**config.mk**
```make
export PLATFORM = sky130hd
export DESIGN_NAME = ts_extender
export DESIGN_NICKNAME = d
export VERILOG_FILES = /design/src/rtl/ts_ext_pkg.sv /design/src/rtl/tsx_msw_counter.sv /design/src/rtl/tsx_race_resolver.sv /design/src/rtl/tsx_out_reg.sv /design/src/rtl/ts_extender.sv
export SDC_FILE = /design/constraint.sdc
export NUM_CORES = 1
export LEC_CHECK = 0
export BUFFER_PORTS_ARGS = -buffer_cell sky130_fd_sc_hd__buf_4
export CAP_MARGIN = 20
export CORE_ASPECT_RATIO = 1.1
export CORE_UTILIZATION = 45
export CTS_CLUSTER_SIZE = 25
export DETAILED_ROUTE_END_ITERATION = 10
export GPL_TIMING_DRIVEN = 0
export PLACE_DENSITY_LB_ADDON = 0.3
export SLEW_MARGIN = 20
export SYNTH_ARGS = -nofsm -noshare
export SYNTH_HDL_FRONTEND = slang
export SYNTH_SLANG_ARGS = --single-unit
```
**constraint.sdc**
```tcl
create_clock -name clk -period 2.6 [get_ports clk]
set_clock_uncertainty 0.1 [all_clocks]
set_input_delay 0.52 -clock clk [delete_from_list [all_inputs] [get_ports clk]]
set_output_delay 0.52 -clock clk [all_outputs]
set_load 0.05 [all_outputs]
```
**src/rtl/ts_ext_pkg.sv**
```systemverilog
package ts_ext_pkg;

  // Which upper word a capture is paired with
  typedef enum logic [1:0] {
    SEL_CURRENT  = 2'd0,  // no wrap this cycle
    SEL_ADVANCED = 2'd1,  // wrap this cycle, capture taken after rollover
    SEL_PREVIOUS = 2'd2   // wrap this cycle, capture taken before rollover
  } upper_sel_e;

  localparam int unsigned DEF_LOW_W  = 16;
  localparam int unsigned DEF_HIGH_W = 16;

endpackage

```
**src/rtl/tsx_msw_counter.sv**
```systemverilog
module tsx_msw_counter #(
  parameter int unsigned HIGH_W = 16
) (
  input  logic              clk,
  input  logic              rst,
  input  logic              wrap_i,
  output logic [HIGH_W-1:0] msw_o,
  output logic [HIGH_W-1:0] msw_after_o
);

  logic [HIGH_W-1:0] msw_q;

  // The wrap of this cycle is applied before any capture of this cycle
  assign msw_after_o = wrap_i ? msw_q + HIGH_W'(1) : msw_q;
  assign msw_o       = msw_q;

  always_ff @(posedge clk) begin
    if (rst) msw_q <= '0;
    else     msw_q <= msw_after_o;
  end

  AST_MSW_STEP: assert property (@(posedge clk) disable iff (rst)
    wrap_i |=> msw_q == $past(msw_q) + HIGH_W'(1));
  AST_MSW_HOLD: assert property (@(posedge clk) disable iff (rst)
    !wrap_i |=> $stable(msw_q));

endmodule

```
**src/rtl/tsx_race_resolver.sv**
```systemverilog
module tsx_race_resolver
  import ts_ext_pkg::*;
#(
  parameter int unsigned LOW_W  = 16,
  parameter int unsigned HIGH_W = 16,
  parameter logic [LOW_W-1:0] LATE_THRESH = 16'hE000
) (
  input  logic              wrap_i,
  input  logic [LOW_W-1:0]  low_i,
  input  logic [HIGH_W-1:0] msw_cur_i,
  input  logic [HIGH_W-1:0] msw_after_i,
  output logic [HIGH_W-1:0] upper_o
);

  upper_sel_e sel;

  always_comb begin
    if (!wrap_i)                  sel = SEL_CURRENT;
    else if (low_i > LATE_THRESH) sel = SEL_PREVIOUS;
    else                          sel = SEL_ADVANCED;
  end

  always_comb begin
    unique case (sel)
      SEL_ADVANCED: upper_o = msw_after_i;
      SEL_PREVIOUS: upper_o = msw_after_i - HIGH_W'(1);
      default:      upper_o = msw_cur_i;
    endcase
  end

endmodule

```
**src/rtl/tsx_out_reg.sv**
```systemverilog
module tsx_out_reg #(
  parameter int unsigned TS_W = 32
) (
  input  logic            clk,
  input  logic            rst,
  input  logic            cap_vld_i,
  input  logic [TS_W-1:0] ts_i,
  output logic            ts_vld_o,
  output logic [TS_W-1:0] ts_o
);

  always_ff @(posedge clk) begin
    if (rst) begin
      ts_vld_o <= 1'b0;
      ts_o     <= '0;
    end else begin
      ts_vld_o <= cap_vld_i;
      if (cap_vld_i) ts_o <= ts_i;
    end
  end

  AST_VLD_FOLLOWS: assert property (@(posedge clk) disable iff (rst)
    cap_vld_i |=> ts_vld_o);
  AST_VLD_QUIET: assert property (@(posedge clk) disable iff (rst)
    !cap_vld_i |=> !ts_vld_o);
  AST_TS_HOLD: assert property (@(posedge clk) disable iff (rst)
    !cap_vld_i |=> $stable(ts_o));

endmodule

```
**src/rtl/ts_extender.sv**
```systemverilog
module ts_extender #(
  parameter int unsigned LOW_W  = ts_ext_pkg::DEF_LOW_W,
  parameter int unsigned HIGH_W = ts_ext_pkg::DEF_HIGH_W,
  parameter logic [LOW_W-1:0] LATE_THRESH = 16'hE000
) (
  input  logic                    clk,
  input  logic                    rst,
  input  logic                    wrap_i,
  input  logic                    cap_vld_i,
  input  logic [LOW_W-1:0]        cap_low_i,
  output logic                    ts_vld_o,
  output logic [LOW_W+HIGH_W-1:0] ts_o
);

  localparam int unsigned TS_W = LOW_W + HIGH_W;

  logic [HIGH_W-1:0] msw_cur;
  logic [HIGH_W-1:0] msw_after;
  logic [HIGH_W-1:0] upper;

  tsx_msw_counter #(.HIGH_W(HIGH_W)) u_msw (
    .clk         (clk),
    .rst         (rst),
    .wrap_i      (wrap_i),
    .msw_o       (msw_cur),
    .msw_after_o (msw_after)
  );

  tsx_race_resolver #(
    .LOW_W       (LOW_W),
    .HIGH_W      (HIGH_W),
    .LATE_THRESH (LATE_THRESH)
  ) u_race (
    .wrap_i      (wrap_i),
    .low_i       (cap_low_i),
    .msw_cur_i   (msw_cur),
    .msw_after_i (msw_after),
    .upper_o     (upper)
  );

  tsx_out_reg #(.TS_W(TS_W)) u_out (
    .clk       (clk),
    .rst       (rst),
    .cap_vld_i (cap_vld_i),
    .ts_i      ({upper, cap_low_i}),
    .ts_vld_o  (ts_vld_o),
    .ts_o      (ts_o)
  );

  // After the edge, msw_cur is the upper word with this cycle's wrap applied
  AST_LOW_PASS: assert property (@(posedge clk) disable iff (rst)
    cap_vld_i |=> ts_o[LOW_W-1:0] == $past(cap_low_i));
  AST_NO_WRAP_UPPER: assert property (@(posedge clk) disable iff (rst)
    (cap_vld_i && !wrap_i) |=> ts_o[TS_W-1:LOW_W] == msw_cur);
  AST_EARLY_UPPER: assert property (@(posedge clk) disable iff (rst)
    (cap_vld_i && wrap_i && cap_low_i <= LATE_THRESH)
      |=> ts_o[TS_W-1:LOW_W] == msw_cur);
  AST_LATE_UPPER: assert property (@(posedge clk) disable iff (rst)
    (cap_vld_i && wrap_i && cap_low_i > LATE_THRESH)
      |=> ts_o[TS_W-1:LOW_W] == msw_cur - HIGH_W'(1));

endmodule

```
==> qor.yml <==
run_status:
  status: "finished clean"
setup_path:
  endpoint_kind: "register"
  ff2ff_path_depth: 9
  crit_top_cell: "and3_4"
  cp.required_ps: 2680
  path_delay_family: "simple AND/OR/NAND/NOR gates"
  critPathBufInv: 2
  critPathMaxStageDelay_ps: 380
  path_max_fanout: 9
  r2r_end: "u_out.ts_o[29]"
  worst_path_max_delay_cell: "or3_4"
  worst_setup_path_start_kind: "register"
  crit_chain: "buf_4 -> and3_4 -> and3_4 -> buf_6 -> or3_4 -> a211oi_4 -> mux2i_1 -> xor2_1 -> a211oi_2"
  rrSetupSlack_ps: 110
  arrival_ps: 2570
  rr_startpoint: "u_msw.msw_o[0]"
  crit_type: "register to register"
logic_synthesis:
  ys_top_cells_by_count: "nor2_1 (56), dfxtp_1 (49), mux2i_1 (21), nand2_1 (18), xor2_1 (18)"
  synth_flop_cell: "dfxtp_1"
  netlist.area_leader.share_pct: 37.97
  synth-edff-count: 0
  synth_area_leaders: "dfxtp_1 (38%), mux2i_1 (8.1%), nor2_1 (8.1%)"
  ys_seq_elements: 49
  synthesis.nets: 324
  yosysWarnings: 0
  syn_area_per_cell_sq_um: 8.555
  yosys.area.top_type: "dfxtp_1"
  yosys.cell_count.top_type: "nor2_1"
  syn_inst: 302
  yosysSeqAreaShare_pct: 37.97
  ys_types: 48
  syn_area_sq_um: 2584
  async_flop_share_pct: 0
timing:
  setup_viol: 0
  period_minus_slack_ps: 2489
  slew_viol_final: 0
  worst_slack_ps: 110.7
  slew_headroom_pct: 52.31
  tightest_slew_ps: 715.3
  fin_crit_sh_pct: 95.74
  hold_violations: 0
  max_freq_mhz: 401.7
clock_network:
  cts_tree: "built"
  clock_path_buffers: 2
  path_clk_slew_ps: 90
  ctsHoldBuffers: 0
  cts_sinks: 49
  worst_skew_pair.late_latency_ps: 300
  root_buffer: "clkbuf_8"
  numCtsBuffers: 5
  htree_levels: 2
flow_run:
  max_cap_viol_count: 0
route:
  wl_per_cell_microns: 13.77
  first_pass_iters: 4
  routed_wl_mm: 6.100
  drc: 0
  vias: 2360
  ant_nets: 0
  routed_via_density: 5.327
  drt_iter0_markers: 101
worst_hold_path:
  min_path_cells: 3
  hold_end: "u_out.ts_o[14]"
  hp-class: "primary input to register"
  hp-start: "cap_low_i[14]"
grt:
  antenna_found_initial: 0
  gr-usage-all-layers_pct: 21.00
  grt_max_degree: 17
  grt_pass1_vias: 2118
  grt.overflow.total: 0
  grt_pass1_wl_mm: 9.756
layout:
  diodes: 0
  post-route-cell-area_sq_um: 3281
  fillCellCount: 518
  multiInputGateArea_sq_um: 1524
  final_nets: 389
  drive_above_1_share_pct: 25.27
  finalNonFillerCells: 443
  area.sequential_sq_um: 984.7
  syn_to_final_growth_pct: 26.97
die:
  initial_core_util_pct: 47.28
  die_area_sq_um: 6049
  num_rows: 28
  die_h_microns: 81.47
  ioPinCount: 53
  core_region_area_sq_um: 5465
  die_w_microns: 74.25
place:
  dpl.hpwl_mm: 4.475
  portBuffers: 51
  place_inst: 428
  gp_congestion: 0.8747
  preCtsSetupSlack_ps: -525.3
  placed_area_sq_um: 3060
pwr:
  p_per_area_nw_per_um2: 513.5
  irDropWorstVdd_mv: 0.3912
  power_mw: 1.685
  leakagePower_nw: 1.357
[worst register-to-register path, delay by kind of cell (launching register included)]
family	cells	cell delay, ps
AO/OA/AOI/OAI	2	410
XOR/XNOR	1	220
buffers and inverters	2	290
flip-flops	1	320
multiplexers	1	280
AND/OR/NAND/NOR	3	730
[how the worst max path moves through the flow]
stage,end,from,cells past startpoint,slack [ps]
after CTS,u_out.ts_o[26],wrap_i,10,8
after detailed placement,u_out.ts_o[26],wrap_i,10,-530
after global placement,u_out.ts_o[26],wrap_i,10,-510
after floorplan,u_out.ts_o[22],wrap_i,9,130
final,u_out.ts_o[29],u_msw.msw_o[0],9,110
after global routing,u_out.ts_o[29],u_msw.msw_o[2],8,-10
[kinds of logic after synthesis]
group           after synthesis  share of synthesized area [%]
simple gates                127                          24.26
mux                          23                          9.007
flops                        49                          37.97
fa+ha+maj                     2                         0.9684
buf+inv                      26                          4.697
xor+xnor                     33                          11.19
compound gates               42                          11.91
[power by group]
group	leakage (nW)	switching, mW	total (mW)	internal, mW
logic	0.901	0.209	0.330	0.121
clock network	0.0543	0.268	0.556	0.288
registers	0.402	0.0173	0.799	0.781
total	1.36	0.493	1.68	1.19
[placed cells by master, fill, tap and decap left out, drive strengths merged, types with 3 or more instances in the layout]
master and instances:
nor3 6, nor4 3, and3 10, a211oi 13, buf 70, and2 4
nand3 11, nand2 18, o22ai 5, xnor2 15, clkbuf 17, a21oi 3
or3 3, mux2i 21, o21ai 6, nor2 56, xor2 18, nand4 6
nand3b 3, dfxtp 49
[metrics by stage]
step	hold WS (ps)	util (%)	setup TNS [ps]
final	357.3	60.03	0
after detailed placement	376.6	56.00	-3803
after global routing	350.5	60.03	-16.98
after global placement	367.0	56.00	-3364
after floorplan	409.7	-	0
after CTS	349.1	58.65	0
[registers in the layout, summed over array words and instances (netlist names)]
name / cells
u_out.ts_vld_o: 1
u_msw.msw_o: 16
u_out.ts_o: 32
[per-layer routing]
layer  GRT usage (%)  vias to the layer above  routed length [microns]
met5               0                        -                        0
met4           6.038                        0                       59
met3           5.644                        6                      347
met2           36.64                       66                     2980
met1           25.19                     1098                     2712
li1                -                     1190                        -
[cell type report]
class / instances / share of cell area [%]
buffer: 23 / 3.432
clock buffer: 5 / 2.098
clock inverter: 3 / 1.411
inverter: 2 / 0.2288
multi-input combinational: 227 / 46.45
sequential: 49 / 30.02
tap: 75 / 2.860
timing repair buffer: 59 / 13.50
[what timing repair did]
action / in CTS / in global routing
setup buffers: 1 / 7
setup endpoints to repair: 11 / 11
pin swaps: 1 / 5
gates resized for setup: 7 / 10
Note: power is estimated with default switching activity, not from simulation.
